--- src/rtl/fs_pkg.sv ---
package fs_pkg;

    localparam int PIX_W       = 8;
    localparam int CNT_W       = 32;
    localparam int STAMP_WORDS = 3;
    localparam int STAMP_BYTES = STAMP_WORDS * CNT_W / PIX_W;
    localparam int IDX_W       = $clog2(STAMP_BYTES + 1);

    typedef logic [CNT_W-1:0] cnt_t;
    typedef logic [IDX_W-1:0] idx_t;
    typedef logic [PIX_W-1:0] pix_t;

    // Packed with the timestamp in the low bits: byte k of the flat vector
    // is stamp byte k on the wire.
    typedef struct packed {
        cnt_t trig;
        cnt_t frame;
        cnt_t ts;
    } stamp_t;

    typedef struct packed {
        logic valid;
        logic sof;
        logic eol;
        pix_t pix;
    } beat_t;

    localparam idx_t STAMP_LAST = idx_t'(STAMP_BYTES);

    function automatic pix_t stamp_byte(input stamp_t s, input idx_t idx);
        logic [$bits(stamp_t)-1:0] flat;
        flat = s;
        return flat[idx*PIX_W +: PIX_W];
    endfunction

endpackage

--- src/rtl/fs_trig_sync.sv ---
module fs_trig_sync #(
    parameter int STAGES = 2
) (
    input  logic clk,
    input  logic rst,
    input  logic trig_async,
    output logic trig_pulse
);

    logic [STAGES-1:0] sync_q;
    logic              prev_q;

    always_ff @(posedge clk) begin
        if (rst) begin
            sync_q <= '0;
            prev_q <= 1'b0;
        end else begin
            sync_q <= {sync_q[STAGES-2:0], trig_async};
            prev_q <= sync_q[STAGES-1];
        end
    end

    assign trig_pulse = sync_q[STAGES-1] & ~prev_q;

    // a rising edge yields a single-cycle pulse
    p_single_pulse_r10: assert property (@(posedge clk) disable iff (rst)
        trig_pulse |=> !trig_pulse);

endmodule

--- src/rtl/fs_counters.sv ---
module fs_counters
    import fs_pkg::*;
(
    input  logic   clk,
    input  logic   rst,
    input  logic   sof_fire,
    input  logic   trig_pulse,
    input  logic   clr_req,
    output stamp_t snap_now,
    output stamp_t snap_q,
    output logic   miss_flag
);

    cnt_t ts_q, frame_q, trig_q;
    logic pend_q, miss_q;
    logic clr_eff;
    logic miss_hit;
    logic [CNT_W:0] trig_wide, lim_wide;

    assign clr_eff   = pend_q | clr_req;
    assign trig_wide = {1'b0, trig_q};
    assign lim_wide  = {1'b0, frame_q} + (CNT_W+1)'(1);
    assign miss_hit  = trig_wide > lim_wide;

    always_comb begin
        if (clr_eff) begin
            snap_now.ts    = '0;
            snap_now.frame = cnt_t'(1);
            snap_now.trig  = '0;
        end else begin
            snap_now.ts    = ts_q;
            snap_now.frame = frame_q + cnt_t'(1);
            snap_now.trig  = trig_q;
        end
    end

    always_ff @(posedge clk) begin
        if (rst) begin
            ts_q    <= '0;
            frame_q <= '0;
            trig_q  <= '0;
            pend_q  <= 1'b0;
            miss_q  <= 1'b0;
            snap_q  <= '0;
        end else begin
            if (sof_fire && clr_eff) begin
                ts_q    <= cnt_t'(1);
                frame_q <= cnt_t'(1);
                trig_q  <= cnt_t'(trig_pulse);
                pend_q  <= 1'b0;
                miss_q  <= 1'b0;
            end else begin
                ts_q <= ts_q + cnt_t'(1);
                if (sof_fire) frame_q <= frame_q + cnt_t'(1);
                if (trig_pulse) trig_q <= trig_q + cnt_t'(1);
                if (sof_fire && miss_hit) miss_q <= 1'b1;
                if (clr_req) pend_q <= 1'b1;
            end
            if (sof_fire) snap_q <= snap_now;
        end
    end

    assign miss_flag = miss_q;

    p_ts_step_r1: assert property (@(posedge clk) disable iff (rst)
        !(sof_fire && clr_eff) |=> ts_q == $past(ts_q) + cnt_t'(1));

    p_frame_step_r4: assert property (@(posedge clk) disable iff (rst)
        (sof_fire && !clr_eff) |=> frame_q == $past(frame_q) + cnt_t'(1));

    p_trig_step_r10: assert property (@(posedge clk) disable iff (rst)
        !(sof_fire && clr_eff) |=>
            (trig_q == $past(trig_q) || trig_q == $past(trig_q) + cnt_t'(1)));

    p_miss_sticky_r7: assert property (@(posedge clk) disable iff (rst)
        (miss_q && !(sof_fire && clr_eff)) |=> miss_q);

    p_clear_apply_r8: assert property (@(posedge clk) disable iff (rst)
        (sof_fire && clr_eff) |=> (!miss_q && frame_q == cnt_t'(1) && !pend_q));

endmodule

--- src/rtl/fs_inserter.sv ---
module fs_inserter
    import fs_pkg::*;
(
    input  logic   clk,
    input  logic   rst,
    input  beat_t  in_b,
    input  stamp_t snap_now,
    input  stamp_t snap_q,
    output beat_t  out_b
);

    logic   line0_q;
    idx_t   idx_q;
    logic   sof_fire;
    logic   in_line0;
    idx_t   cur_idx;
    logic   stamping;
    stamp_t src;
    pix_t   pix_sel;

    assign sof_fire = in_b.valid & in_b.sof;
    assign in_line0 = sof_fire | line0_q;
    assign cur_idx  = sof_fire ? '0 : idx_q;
    assign stamping = in_b.valid && in_line0 && (cur_idx < STAMP_LAST);
    assign src      = sof_fire ? snap_now : snap_q;
    assign pix_sel  = stamping ? stamp_byte(src, cur_idx) : in_b.pix;

    always_ff @(posedge clk) begin
        if (rst) begin
            line0_q <= 1'b0;
            idx_q   <= '0;
            out_b   <= '0;
        end else begin
            if (in_b.valid) begin
                if (in_b.sof) begin
                    line0_q <= ~in_b.eol;
                    idx_q   <= idx_t'(1);
                end else if (line0_q) begin
                    if (in_b.eol) line0_q <= 1'b0;
                    if (idx_q < STAMP_LAST) idx_q <= idx_q + idx_t'(1);
                end
            end
            out_b.valid <= in_b.valid;
            out_b.sof   <= sof_fire;
            out_b.eol   <= in_b.valid & in_b.eol;
            out_b.pix   <= pix_sel;
        end
    end

    p_valid_fwd_r2: assert property (@(posedge clk) disable iff (rst)
        in_b.valid |=> out_b.valid);

    p_idle_fwd_r2: assert property (@(posedge clk) disable iff (rst)
        !in_b.valid |=> (!out_b.valid && !out_b.sof && !out_b.eol));

    p_pass_r6: assert property (@(posedge clk) disable iff (rst)
        (in_b.valid && !in_line0) |=> out_b.pix == $past(in_b.pix));

    p_idx_bound_r9: assert property (@(posedge clk) disable iff (rst)
        idx_q <= STAMP_LAST);

endmodule

--- src/rtl/frame_stamper.sv ---
module frame_stamper
    import fs_pkg::*;
#(
    parameter int SYNC_STAGES = 2
) (
    input  logic             clk,
    input  logic             rst,
    input  logic             in_valid,
    input  logic             in_sof,
    input  logic             in_eol,
    input  logic [PIX_W-1:0] in_pix,
    input  logic             trig_in,
    input  logic             clr_req,
    output logic             out_valid,
    output logic             out_sof,
    output logic             out_eol,
    output logic [PIX_W-1:0] out_pix,
    output logic             miss_flag
);

    beat_t  in_b, out_b;
    stamp_t snap_now, snap_q;
    logic   trig_pulse;
    logic   sof_fire;

    assign in_b.valid = in_valid;
    assign in_b.sof   = in_sof;
    assign in_b.eol   = in_eol;
    assign in_b.pix   = in_pix;
    assign sof_fire   = in_valid & in_sof;

    fs_trig_sync #(.STAGES(SYNC_STAGES)) u_sync (
        .clk        (clk),
        .rst        (rst),
        .trig_async (trig_in),
        .trig_pulse (trig_pulse)
    );

    fs_counters u_cnt (
        .clk        (clk),
        .rst        (rst),
        .sof_fire   (sof_fire),
        .trig_pulse (trig_pulse),
        .clr_req    (clr_req),
        .snap_now   (snap_now),
        .snap_q     (snap_q),
        .miss_flag  (miss_flag)
    );

    fs_inserter u_ins (
        .clk      (clk),
        .rst      (rst),
        .in_b     (in_b),
        .snap_now (snap_now),
        .snap_q   (snap_q),
        .out_b    (out_b)
    );

    assign out_valid = out_b.valid;
    assign out_sof   = out_b.sof;
    assign out_eol   = out_b.eol;
    assign out_pix   = out_b.pix;

endmodule

--- config.mk ---
export PLATFORM = sky130hd
export DESIGN_NAME = frame_stamper
export DESIGN_NICKNAME = d
export VERILOG_FILES = /design/src/rtl/fs_pkg.sv /design/src/rtl/fs_trig_sync.sv /design/src/rtl/fs_counters.sv /design/src/rtl/fs_inserter.sv /design/src/rtl/frame_stamper.sv
export SDC_FILE = /design/constraint.sdc
export NUM_CORES = 1
export LEC_CHECK = 0
export BUFFER_PORTS_ARGS = -buffer_cell sky130_fd_sc_hd__buf_4
export CAP_MARGIN = 25
export CORE_MARGIN = 1.5
export CORE_UTILIZATION = 37
export CTS_BUF_LIST = sky130_fd_sc_hd__clkbuf_4
export CTS_CLUSTER_DIAMETER = 60
export DETAILED_ROUTE_END_ITERATION = 8
export SLEW_MARGIN = 25
export SYNTH_ARGS = -nofsm -noshare
export SYNTH_HDL_FRONTEND = slang
export SYNTH_SLANG_ARGS = --single-unit
--- constraint.sdc ---
create_clock -name clk -period 3.1 [get_ports clk]
set_input_delay 0.31 -clock clk [delete_from_list [all_inputs] [get_ports clk]]
set_output_delay 0.31 -clock clk [all_outputs]
set_load 0.02 [all_outputs]
# After elaboration in Yosys (flattened, before gate mapping)
# Index checks and enable logic that the tools add are counted.
# totals
word_cells,60
reg_bits,213
input_bits,15
# classes
n_mux,15
n_bitwise,7
reduce_logical,10
magnitude_cmp,3
addsub,5
n_shift,1
# ops
operator,count
$mux W96,2
$add A32 B1 Y32 const B,3
$shiftx A96 B8 Y8,1
$add A32 B1 Y33 const B,1
$gt A32 B33 Y1,1
$mux W4,4
$lt A4 B4 Y1 const B,2
$mux W1,8
$mux W8,1
$reduce_bool A2 Y1,4
$add A4 B1 Y4 const B,1
$logic_and A1 B1 Y1,4
$and A1 B1 Y1,3
$reduce_and A3 Y1,1
$not A1 Y1,2
$or A1 B1 Y1,2
$reduce_or A2 Y1,1

# Logic depth before layout (Yosys ltp)
# Gate-level depths: netlist (run 1).
# logic_depth
ltp_word,5
depth_mapped,15
depth_no_buf,14

# By module
# A second synthesis (run 1) with hierarchy kept.
# hier_totals
hier_cells,1271
area_unflattened_um2,10724.0
# modules_own_cells
mod,instances,area_per_inst_um2,cells_per_inst
fs_counters,1,9187.6,1149
fs_inserter,1,1442.6,114
fs_trig_sync,1,87.6,7
frame_stamper,1,6.3,1

# Worst setup path before layout (run 1)
# OpenSTA, ideal clock, no wires.
# synth_timing
path_type,register to register
from,reg u_cnt.frame_q[0]
to,reg u_cnt.miss_q (netlist: u_cnt.miss_flag)
path_stages_with_launch,16
slack_ns,-0.068
period_less_slack_ns,3.168
arrival_time_ns,3.043
setup_ns,0.125
required_time_ns,2.975
cell_sequence,dfxtp_1 -> ha_1 -> and4_4 -> nand3_4 -> or4_4 -> buf_6 -> nor2_1 -> xnor2_1 -> ha_1 -> a21o_1 -> a21o_1 -> a2111oi_0 -> o21bai_1 -> o21a_1 -> nor3_1 -> a211oi_1
# synth_via
elab_chain_len,3
# synth_lines
element,line_no,rtl
start: declaration,fs_counters.sv:14,"cnt_t ts_q, frame_q, trig_q;"
start signal: assignment,fs_counters.sv:48,frame_q <= cnt_t'(1);
start signal: assignment,fs_counters.sv:54,if (sof_fire) frame_q <= frame_q + cnt_t'(1);
$add A32 B1 Y33,fs_counters.sv:22,"assign lim_wide = {1'b0, frame_q} + (CNT_W+1)'(1);"
$gt A32 B33 Y1,fs_counters.sv:23,assign miss_hit = trig_wide > lim_wide;
$logic_and A1 B1 Y1,fs_counters.sv:56,if (sof_fire && miss_hit) miss_q <= 1'b1;
end signal: assignment,fs_counters.sv:43,miss_q <= 1'b0;
end signal: assignment,fs_counters.sv:51,miss_q <= 1'b0;
end signal: assignment,fs_counters.sv:56,
end: declaration,fs_counters.sv:15,"logic pend_q, miss_q;"
# No other way between the ends.
# A chain may end at the register's enable or synchronous reset.

# Final worst setup path (run 1)
# Same ends and word-level chain as after synthesis.

==> metrics.txt, run 1 <==
DRT iter0 DRCs=630; fraction of layout cells with a size suffix above 1=0.1676; count of cell types in the netlist=64; fin util=0.4482; worst path cell trace=ha_4 > and4_4 > and3_4 > nand2_4 > xor2_2 > ha_1 > nand2_2 > buf_4 > nor2_4 > a211oi_1 > a211o_1 > maj3_2 > or2_0 > a211oi_1; critical path depth=14; setup violators final=0; worst setup path end=u_cnt.miss_flag; CTS tree=built; switching power=1.402 mW; Initial Utilization=0.3789; Layout Nets=1,378; gr usage total=0.1934; Synth area leader=dfxtp_1; skew final=0.07674 ns; Horiz. Die Dim=169.6 um; crit path capture type=flop; max-cap violation count=0; PortBufs=26; Lkg Pwr=4.428 nW; WS Path Type=reg -> reg; min-delay worst type=in -> reg; unrepaired setup endpoints after global routing=true; Num CTS Buffers=57; buffers plus inverters on the worst setup path=1; M3 GR Usage=0.03708; Async S/R FF share, synth=0; H-Tree Depth=2; initial antenna violation count=1; R2R Path End=u_cnt.miss_flag; gr busiest metal=met2; cell mode on critical path=a211oi_1; PnR worst setup slack=0.01244 ns; number of global-route vias before repair=8,645; DRT Wirelength=27,880 um; CP Max Fanout=4; Flop pwr share=0.505; most frequent cells in the layout=nor2_1 (250), dfxtp_1 (210), nand2_1 (114), clkbuf_4 (82), buf_4 (80); Hold Vio Cnt, Final=0; status=complete, no violations; I/O pins=27; P&R area growth vs syn=18.28%; Sw Share=0.2551; critical path arrival=3.69 ns; Clock Latency Late Sink=0.72 ns; root buffer cell=clkbuf_4; Power, Total=5.498 mW; EDFF count, synth=0; max_slew headroom=0.3196; Yosys reg bits=213; Synth Area per Inst=8.261 um^2; Top FF cell, synth=dfxtp_1; Placement Setup Slack=-0.08780 ns; Die ar.=0.02876 mm^2; top-area cell type share of the netlist area=0.4153; leading post-synthesis cells by cell area=dfxtp_1 (42%), nor2_1 (9.3%), xnor2_1 (4.9%); Seq/Total Area, Yosys=0.4153; most common cell after layout, fill and taps aside=nor2_1; core box area=0.02710 mm^2; worst reg-to-reg path cell count=14; beginning of the critical path=u_cnt.frame_q[0]; GR Layer Usage met1=0.2605; Crit-path slowest cell=dfxtp_2; FF-to-FF Start=u_cnt.frame_q[0]; first-pass detailed-route iteration total=5; min cycle time layout=3.088 ns; GRT overflow=0; Yosys warnings=0; Post-Syn Area=0.01027 mm^2; Worst R2R Setup Slack=0.01 ns; Vias per Instance=5.218; first-pass GRT wire length=44,410 um; Power Internal=4.096 mW; CP startpoint kind=flop; clock share of power=0.429; Largest delay share family, worst path=simple AND/OR/NAND/NOR gates; Comb pwr share=0.066; met2 GRT Util=0.3120; # rows=60; Slowest Stage Delay on Critical Path=0.35 ns; clock slew at the register clock pins of the worst setup and hold paths=0.06 ns; PwrDens=452.7 mW/mm^2; DR WL/cell=16.03 um; Slew @ Worst Pin=1.010 ns; HPWL Detailed=19,330 um; Mapped Nets=1,292; pin count of the biggest net entering global routing=74; Peak VDD IR=0.1954 mV; Clock Path Buffers=3; ANT nets after route=0; # clock sinks=213; Peak Freq=0.3239 GHz; Remaining DRCs=0; Worst EP required=3.70 ns; fin. max-slew vios=0; Placer Congestion=0.8458; Syn Inst Count=1,243; DR vias=9,074; Period Utilization, post-route=0.9960; Die Ht=169.6 um
cell type report:
class | instances | area, um^2
fill | 2722 | 14960
inverter | 20 | 75.07
timing repair buffer | 99 | 813.3
clock buffer | 82 | 615.6
clock inverter | 14 | 67.56
tap | 372 | 465.4
antenna | 1 | 2.502
multi-input combinational | 938 | 5838
sequential | 213 | 4268
per-layer routing:
layer,vias to the layer above,part of all wire
met5,-,0
met4,0,0.018
met3,43,0.055
met2,214,0.46
met1,4316,0.47
li1,4501,-
timing repair:
| action | CTS | global route |
|---|---|---|
| setup buffers | 0 | 2 |
| hold buffers | 15 | 0 |
| pin swaps | 1 | 27 |
| gates resized for setup | 6 | 38 |
| endpoints found under the setup margin | 1 | 1 |
| endpoints found under the hold margin | 18 | 0 |
cell families after synthesis:
| group | Yosys count | share of synthesized area |
|---|---|---|
| multiplexers | 15 | 0.01925 |
| AND/OR/NAND/NOR | 522 | 0.2285 |
| XOR/XNOR | 116 | 0.1016 |
| AO/OA/AOI/OAI | 250 | 0.1552 |
| adder cells (fa/ha/maj) | 35 | 0.04240 |
| buffers and inverters | 92 | 0.03777 |
| flip-flops | 213 | 0.4153 |
registers in the layout, summed over array words and instances, names as in the netlist:
signal,flops
u_cnt.ts_q,32
u_cnt.miss_flag,1
u_ins.idx_q,4
u_ins.line0_q,1
u_cnt.pend_q,1
u_ins.out_b,11
u_cnt.frame_q,32
u_sync.sync_q,2
u_cnt.trig_q,32
u_cnt.snap_q,96
u_sync.prev_q,1
synthesized netlist by cell type, types with 5 or more instances:
master,count
a211oi_1,14
a21oi_1,73
a221oi_1,8
a22oi_1,44
a2bb2oi_1,10
a311oi_1,8
and2_1,8
and3_1,14
and4_1,6
buf_1,8
buf_2,5
clkbuf_1,52
dfxtp_1,213
ha_1,34
inv_1,19
mux2_2,8
nand2_1,118
nand2b_1,6
nand3_1,38
nand4_1,23
nor2_1,254
nor2b_1,7
nor3_1,17
o21ai_0,61
or3_1,9
xnor2_1,57
xor2_1,57
power by group through the flow:
| stage | sequential, mW | clock [mW] | combinational (mW) |
|---|---|---|---|
| final | 2.78 | 2.36 | 0.363 |
| after global routing | 2.78 | 2.57 | 0.393 |
| after CTS | 2.78 | 2.44 | 0.356 |
| after detailed placement | 2.84 | 0 | 0.340 |
| after global placement | 2.84 | 0 | 0.341 |
| after floorplan | 2.84 | 0 | 0.206 |
worst min path at each step:
stage                           startpoint               end  slack, ns  cells past startpoint
after floorplan                   in_valid     u_ins.line0_q       0.41                      1
after global placement    u_sync.sync_q[0]  u_sync.sync_q[1]       0.42                      1
after detailed placement  u_sync.sync_q[0]  u_sync.sync_q[1]       0.43                      1
after CTS                           in_eol    u_ins.out_b[8]       0.32                      3
after global routing                in_eol    u_ins.out_b[8]       0.36                      3
final                               in_eol    u_ins.out_b[8]       0.38                      3
tightest hold or removal path: cells and delay by family:
| family | cells | cell delay [ns] |
|---|---|---|
| buffers and inverters | 2 | 0.64 |
| and+or+nand+nor | 1 | 0.10 |
metrics by stage:
stage	std cells	TNS (ns)	hold WS [ns]	instance area, um^2
after detailed placement	1625	-0.08780	0.4314	11100
after global placement	1625	0	0.4170	11100
after global routing	1739	-0.1323	0.3628	12150
final	1739	0	0.3754	12150
after floorplan	1243	0	0.4056	10280
after CTS	1736	0	0.3165	11950
Note: power is estimated with default switching activity, not from simulation.
==> inputs of run 2 (changes only) <==
PLACE_DENSITY = 0.52   (was not set)
==> run 2 against run 1 <==
- sequential power about the same
- sequential share of layout area increased by 0.11 points
- clock skew decreased by 0.015 ns
- first-iteration DRC count increased by 20%
- clock power about the same
- combinational power increased by 2%
- core utilization decreased by 0.14 points
- worst hold slack got worse by 0.30 ns
- register-to-register slack improved by 0.03 ns
- power increased by 0.35%
- design area decreased by 0.31%
- critical path type unchanged
- largest cell class unchanged
- largest power group unchanged
- highest routed layer unchanged
==> metrics.txt, run 2 (synthesis gave the netlist of run 1 again) <==
status=complete, no violations (unchanged); Num CTS Buffers=57 (unchanged); Peak Freq=0.3273 GHz (was 0.3239 GHz); Lkg Pwr=4.417 nW (was 4.428 nW); largest register by flop count=u_cnt.snap_q (unchanged); Flop pwr share=0.503 (was 0.505); Peak VDD IR=0.2280 mV (was 0.1954 mV); min cycle time layout=3.055 ns (was 3.088 ns); DRT Wirelength=29,160 um (was 27,880 um); WS Path Type=reg -> reg (unchanged); DR WL/cell=16.72 um (was 16.03 um); skew final=0.06172 ns (was 0.07674 ns); critical path arrival=3.65 ns (was 3.69 ns); fin util=0.4468 (was 0.4482); number of global-route vias before repair=8,667 (was 8,645); min-delay worst type=in -> reg (unchanged); Clock Latency Late Sink=0.71 ns (was 0.72 ns); initial antenna violation count=1 (unchanged); crit path capture type=flop (unchanged); Clock Path Buffers=3 (unchanged); Slew @ Worst Pin=1.049 ns (was 1.010 ns); clock slew at the register clock pins of the worst setup and hold paths=0.07 ns (was 0.06 ns); CTS tree=built (unchanged); core box area=0.02710 mm^2 (unchanged); max-cap violation count=0 (unchanged); PwrDens=455.7 mW/mm^2 (was 452.7 mW/mm^2); H-Tree Depth=2 (unchanged); Layout Nets=1,378 (unchanged); Worst EP required=3.69 ns (was 3.70 ns); I/O pins=27 (unchanged); Die ar.=0.02876 mm^2 (unchanged); ANT nets after route=0 (unchanged); setup violators final=0 (unchanged); unrepaired setup endpoints after global routing=true (unchanged); CP Max Fanout=4 (unchanged); GRT overflow=0 (unchanged); multi-input logic area=0.005769 mm^2 (was 0.005838 mm^2); max_slew headroom=0.2932 (was 0.3196); clock share of power=0.429 (about the same); TNS Setup=0 ns (unchanged); CP startpoint kind=flop (unchanged); Comb pwr share=0.067 (was 0.066); Vias per Instance=5.197 (was 5.218); cell area after layout=0.01211 mm^2 (was 0.01215 mm^2); most common cell after layout, fill and taps aside=nor2_1 (unchanged); first-pass detailed-route iteration total=5 (unchanged); root buffer cell=clkbuf_4 (unchanged); Power, Total=5.518 mW (was 5.498 mW); Die Ht=169.6 um (unchanged); HPWL Detailed=20,130 um (was 19,330 um); max reg flops=96 (unchanged); DRT iter0 DRCs=754 (was 630); # rows=60 (unchanged); Final Hold Slack=0.07759 ns (was 0.3754 ns); Fillers=2,738 (was 2,722); Remaining DRCs=0 (unchanged); Post-DP Area=0.01115 mm^2 (was 0.01110 mm^2); PortBufs=26 (unchanged); most frequent cells in the layout=nor2_1 (249), dfxtp_1 (210), nand2_1 (114), clkbuf_4 (80), buf_4 (80) (was nor2_1 (250), dfxtp_1 (210), nand2_1 (114), clkbuf_4 (82), buf_4 (80)); Period Utilization, post-route=0.9856 (was 0.9960); P&R area growth vs syn=17.91% (was 18.28%); fin. max-slew vios=0 (unchanged); Placer Congestion=0.8523 (was 0.8458); switching power=1.441 mW (was 1.402 mW); gr usage total=0.2058 (was 0.1934); Initial Utilization=0.3789 (unchanged); # clock sinks=213 (unchanged); FF+latch area=0.004268 mm^2 (unchanged); Hold Vio Cnt, Final=0 (unchanged); Power Internal=4.077 mW (was 4.096 mW); fraction of layout cells with a size suffix above 1=0.1641 (was 0.1676); Sw Share=0.2611 (was 0.2551); pin count of the biggest net entering global routing=49 (was 74); Horiz. Die Dim=169.6 um (unchanged); DR vias=9,063 (was 9,074); first-pass GRT wire length=46,610 um (was 44,410 um)
## run 2: power by group through the flow
stage                     logic [mW]  clock network [mW]  registers [mW]
after floorplan                0.206                   0            2.84
after global placement         0.355                   0            2.84
after detailed placement       0.353                   0            2.84
after CTS                      0.369                2.45            2.78
after global routing           0.403                2.59            2.78
final                          0.371                2.37            2.78
## run 2: final cells by class
class	instances	area share
antenna	1	0.0002067
clock inverter	21	0.007130
sequential	213	0.3525
clock buffer	80	0.04960
multi-input combinational	938	0.4765
timing repair buffer	99	0.06944
tap	372	0.03844
inverter	20	0.006200
## run 2: metrics by stage
step / std cells / setup slack [ns]
2_1_floorplan: 1243 / 0.01519
3_3_place_gp: 1626 / -0.01356
3_5_place_dp: 1626 / -0.1183
4_1_cts: 1742 / 0.0007407
5_1_grt: 1744 / -0.1122
6_report: 1744 / 0.04469
## run 2: worst max-delay path, cell delays in order, from the launching register on
cell       delay, ns
dfxtp_2         0.33
ha_2            0.18
buf_4           0.12
nand4_1         0.10
or3_1           0.34
and2_4          0.17
ha_1            0.28
nand4_1         0.12
nor3_2          0.25
a2111oi_2       0.07
a211o_1         0.29
maj3_1          0.34
or2_0           0.20
a211oi_1        0.18
## run 2: layer usage
metal  global-route usage  vias to the layer above  part of all wire
li1                     -                     4512                 -
met1               0.2881                     4313              0.48
met2               0.3252                      195              0.45
met3              0.03172                       43             0.048
met4              0.06195                        0             0.020
met5                    0                        -                 0
## run 2: what timing repair did
item / 4_1_cts / 5_1_grt
pin swaps: 5 / 15
hold buffers: 14 / 0
setup buffers: 1 / 1
endpoints found under the hold margin: 16 / 0
resized for setup: 6 / 27
endpoints found under the setup margin: 1 / 1
## run 2: final timing paths
path / start / end / slack (ns) / cells after the start
worst max-delay path: u_cnt.frame_q[1] / u_cnt.miss_flag / 0.04 / 13
worst min-delay path: rst / u_cnt.snap_q[23] / 0.08 / 2
worst max register to register: u_cnt.frame_q[1] / u_cnt.miss_flag / 0.04 / 13
worst min register to register: u_sync.sync_q[0] / u_sync.sync_q[1] / 0.44 / 1
==> inputs of run 3 (changes only) <==
ABC_AREA = 1   (was not set)
==> run 3 against run 2 <==
- worst hold slack worse by 0.015 ns
- clock skew fell by 0.022 ns
- sequential cell count is the same
- highest routed layer unchanged
- critical endpoint unchanged
- largest cell class unchanged
- largest power group unchanged
==> metrics.txt, run 3 <==
Remaining DRCs=0 (unchanged); Mapped Nets=1,679 (was 1,292); setup violators final=0 (unchanged); clock slew at the register clock pins of the worst setup and hold paths=0.07 ns (about the same); Placement Setup Slack=0.1212 ns (was -0.1183 ns); number of global-route vias before repair=10,010 (was 8,667); Slew @ Worst Pin=0.9753 ns (was 1.049 ns); Lkg Pwr=4.763 nW (was 4.417 nW); most frequent cells after synthesis=nand2_1 (284), inv_1 (256), nor2_1 (224) (was nor2_1 (254), dfxtp_1 (213), nand2_1 (118)); min-delay worst type=in -> reg (unchanged); Period Utilization, post-route=0.9340 (was 0.9856); Largest delay share family, worst path=simple AND/OR/NAND/NOR gates (unchanged); Synth area leader=dfxtp_1 (unchanged); DR WL/cell=16.76 um (was 16.72 um); max-cap violation count=0 (unchanged); I/O pins=27 (unchanged); Post-DP Area=0.01185 mm^2 (was 0.01115 mm^2); fraction of layout cells with a size suffix above 1=0.1410 (was 0.1641); skew final=0.03936 ns (was 0.06172 ns); pin count of the biggest net entering global routing=88 (was 49); worst path cell trace=ha_4 > nand2_1 > nor2_1 > nand2_2 > nor2_4 > nand2_1 > nor4_2 > xor2_1 > ha_1 > nand4_1 > nor4b_2 > nand4_1 > nor2_1 > a41oi_1 > nand2_1 > a21oi_1 (was ha_2 > buf_4 > nand4_1 > or3_1 > and2_4 > ha_1 > nand4_1 > nor3_2 > a2111oi_2 > a211o_1 > maj3_1 > or2_0 > a211oi_1); Worst EP required=3.66 ns (was 3.69 ns); Num CTS Buffers=60 (was 57); DRT iter0 DRCs=791 (was 754); CP Max Fanout=3 (was 4); Peak VDD IR=0.2379 mV (was 0.2280 mV); worst reg-to-reg path cell count=16 (was 13); ANT nets after route=0 (unchanged); gr usage total=0.2308 (was 0.2058); Horiz. Die Dim=176.7 um (was 169.6 um); first-pass GRT wire length=55,570 um (was 46,610 um); # rows=63 (was 60); Peak Freq=0.3454 GHz (was 0.3273 GHz); DRT Wirelength=35,810 um (was 29,160 um); Clock Path Buffers=3 (unchanged); FF-to-FF Start=u_cnt.frame_q[0] (was u_cnt.frame_q[1]); P&R area growth vs syn=15.72% (was 17.91%); # placed instances=2,007 (was 1,626); Seq/Total Area, Yosys=0.3821 (was 0.4153); min cycle time layout=2.896 ns (was 3.055 ns); Die ar.=0.03121 mm^2 (was 0.02876 mm^2); cell mode on critical path=nand2_1 (was nand4_1); Yosys reg bits=213 (unchanged); CTS tree=built (unchanged); Worst Hold Path Cells=3 (was 2); CP startpoint kind=flop (unchanged); Placer Congestion=0.9155 (was 0.8523); Hold Path End=u_ins.out_b[3] (was u_cnt.snap_q[23]); max_slew headroom=0.3498 (was 0.2932); Hold Vio Cnt, Final=0 (unchanged); top-area cell type share of the netlist area=0.3821 (was 0.4153); count of cell types in the netlist=48 (was 64); initial antenna violation count=1 (unchanged); buffers plus inverters on the worst setup path=0 (was 1); Worst R2R Setup Slack=0.20 ns (was 0.04 ns); most frequent cells in the layout=nand2_1 (279), inv_1 (255), nor2_1 (216), dfxtp_1 (204), o21ai_0 (102) (was nor2_1 (249), dfxtp_1 (210), nand2_1 (114), clkbuf_4 (80), buf_4 (80)); top-count cell post-synth=nand2_1 (was nor2_1); max reg flops=96 (unchanged); # clock sinks=213 (unchanged); DR vias=10,730 (was 9,063); R2R Path End=u_cnt.miss_flag (unchanged); PortBufs=26 (unchanged); Layout Nets=1,747 (was 1,378); Post-Syn Area=0.01116 mm^2 (was 0.01027 mm^2); Synth Area per Inst=6.846 um^2 (was 8.261 um^2); Async S/R FF share, synth=0 (unchanged); leading post-synthesis cells by cell area=dfxtp_1 (38%), nand2_1 (9.6%), inv_1 (8.6%) (was dfxtp_1 (42%), nor2_1 (9.3%), xnor2_1 (4.9%)); Slowest Stage Delay on Critical Path=0.37 ns (was 0.34 ns); fin util=0.4357 (was 0.4468); core box area=0.02964 mm^2 (was 0.02710 mm^2); cell area after layout=0.01291 mm^2 (was 0.01211 mm^2); status=complete, no violations (unchanged); most common cell after layout, fill and taps aside=nand2_1 (was nor2_1); first-pass detailed-route iteration total=5 (unchanged); crit path capture type=flop (unchanged); Initial Utilization=0.3765 (was 0.3789); Die Ht=176.7 um (was 169.6 um); Finished Layout Cells=2,136 (was 1,744); Vias per Instance=5.025 (was 5.197); EDFF count, synth=0 (unchanged); fin. max-slew vios=0 (unchanged); Syn Inst Count=1,630 (was 1,243); GRT overflow=0 (unchanged); largest register by flop count=u_cnt.snap_q (unchanged); HPWL Detailed=25,730 um (was 20,130 um); PnR worst setup slack=0.2045 ns (was 0.04469 ns); WS Path Type=reg -> reg (unchanged); Crit-path slowest cell=dfxtp_2 (was or3_1); Top FF cell, synth=dfxtp_1 (unchanged); Min-Delay Startpoint=in_pix[3] (was rst); Power, Total=5.839 mW (was 5.518 mW); root buffer cell=clkbuf_4 (unchanged); Clock Latency Late Sink=0.71 ns (about the same); H-Tree Depth=2 (unchanged); Yosys warnings=0 (unchanged); critical path arrival=3.46 ns (was 3.65 ns); PwrDens=452.2 mW/mm^2 (was 455.7 mW/mm^2)
==> run 3: cell types whose count changed after synthesis, moves of 15 or more <==
cell and delta:
xor2_1 -22, inv_1 +237, nand2_1 +166, o21ai_0 +41
a21oi_1 +27, nor3_1 +15, nand3_1 +31, o211ai_1 +20
a22oi_1 -33, nor2_1 -30, xnor2_1 -54, o22ai_1 +31
==> run 3: cells by family after synthesis <==
| group | count (synthesis) | synth area share |
|---|---|---|
| AOI/OAI and AO/OA | 305 | 0.1553 |
| xor gates and xnor gates | 38 | 0.02982 |
| adders and majority gates | 34 | 0.03812 |
| buffers and inverters | 334 | 0.1129 |
| DFF | 213 | 0.3821 |
| and+or+nand+nor | 706 | 0.2818 |
==> run 3: worst max-delay path by stage <==
stage	from	to	slack (ns)	cells past startpoint
2_1_floorplan	u_cnt.frame_q[0]	u_cnt.miss_flag	0.51	25
3_3_place_gp	u_cnt.frame_q[0]	u_cnt.miss_flag	0.16	25
3_5_place_dp	u_cnt.frame_q[0]	u_cnt.miss_flag	0.12	16
4_1_cts	u_cnt.frame_q[0]	u_cnt.miss_flag	0.07	16
5_1_grt	u_cnt.frame_q[0]	u_cnt.miss_flag	-0.05	16
6_report	u_cnt.frame_q[0]	u_cnt.miss_flag	0.20	16
==> run 3: final cells by class <==
type,count,area [um^2]
timing repair buffer,71,615.6
tap,390,488.0
clock buffer,94,705.7
fill,3263,16720
sequential,213,4278
inverter,269,1011
multi-input combinational,1083,5746
antenna,1,2.502
clock inverter,15,67.56
==> run 3: report_power, final <==
group	total (mW)	switching [mW]	internal, mW
clock network	2.62	1.25	1.37
logic	0.441	0.311	0.130
registers	2.77	0.0147	2.76
total	5.84	1.58	4.26
==> run 3: layer usage <==
layer | wire, um | part of all wire | up-vias | global-route usage
met1 | 16870 | 0.47 | 4966 | 0.3103
li1 | - | - | 5442 | -
met2 | 16010 | 0.45 | 246 | 0.3688
met4 | 1044 | 0.029 | 0 | 0.08121
met5 | 0 | 0 | - | 0
met3 | 1882 | 0.053 | 80 | 0.04381
==> run 3: tightest hold or removal path, cell delays in order <==
cell and delay [ns]:
buf_4 0.12, o21ai_0 0.15, a21oi_1 0.11
==> run 3: stage by stage <==
step	setup TNS, ns	hold WS (ns)
4_1_cts	0	0.01555
5_1_grt	-0.04740	0.04414
2_1_floorplan	0	0.3883
3_3_place_gp	0	0.3902
6_report	0	0.06239
3_5_place_dp	0	0.4032
==> run 3: timing repair <==
action / CTS / global route
hold buffers: 13 / 0
gates resized for setup: 0 / 33
setup endpoints to repair: 0 / 1
endpoints found under the hold margin: 27 / 0
setup buffers: 0 / 6
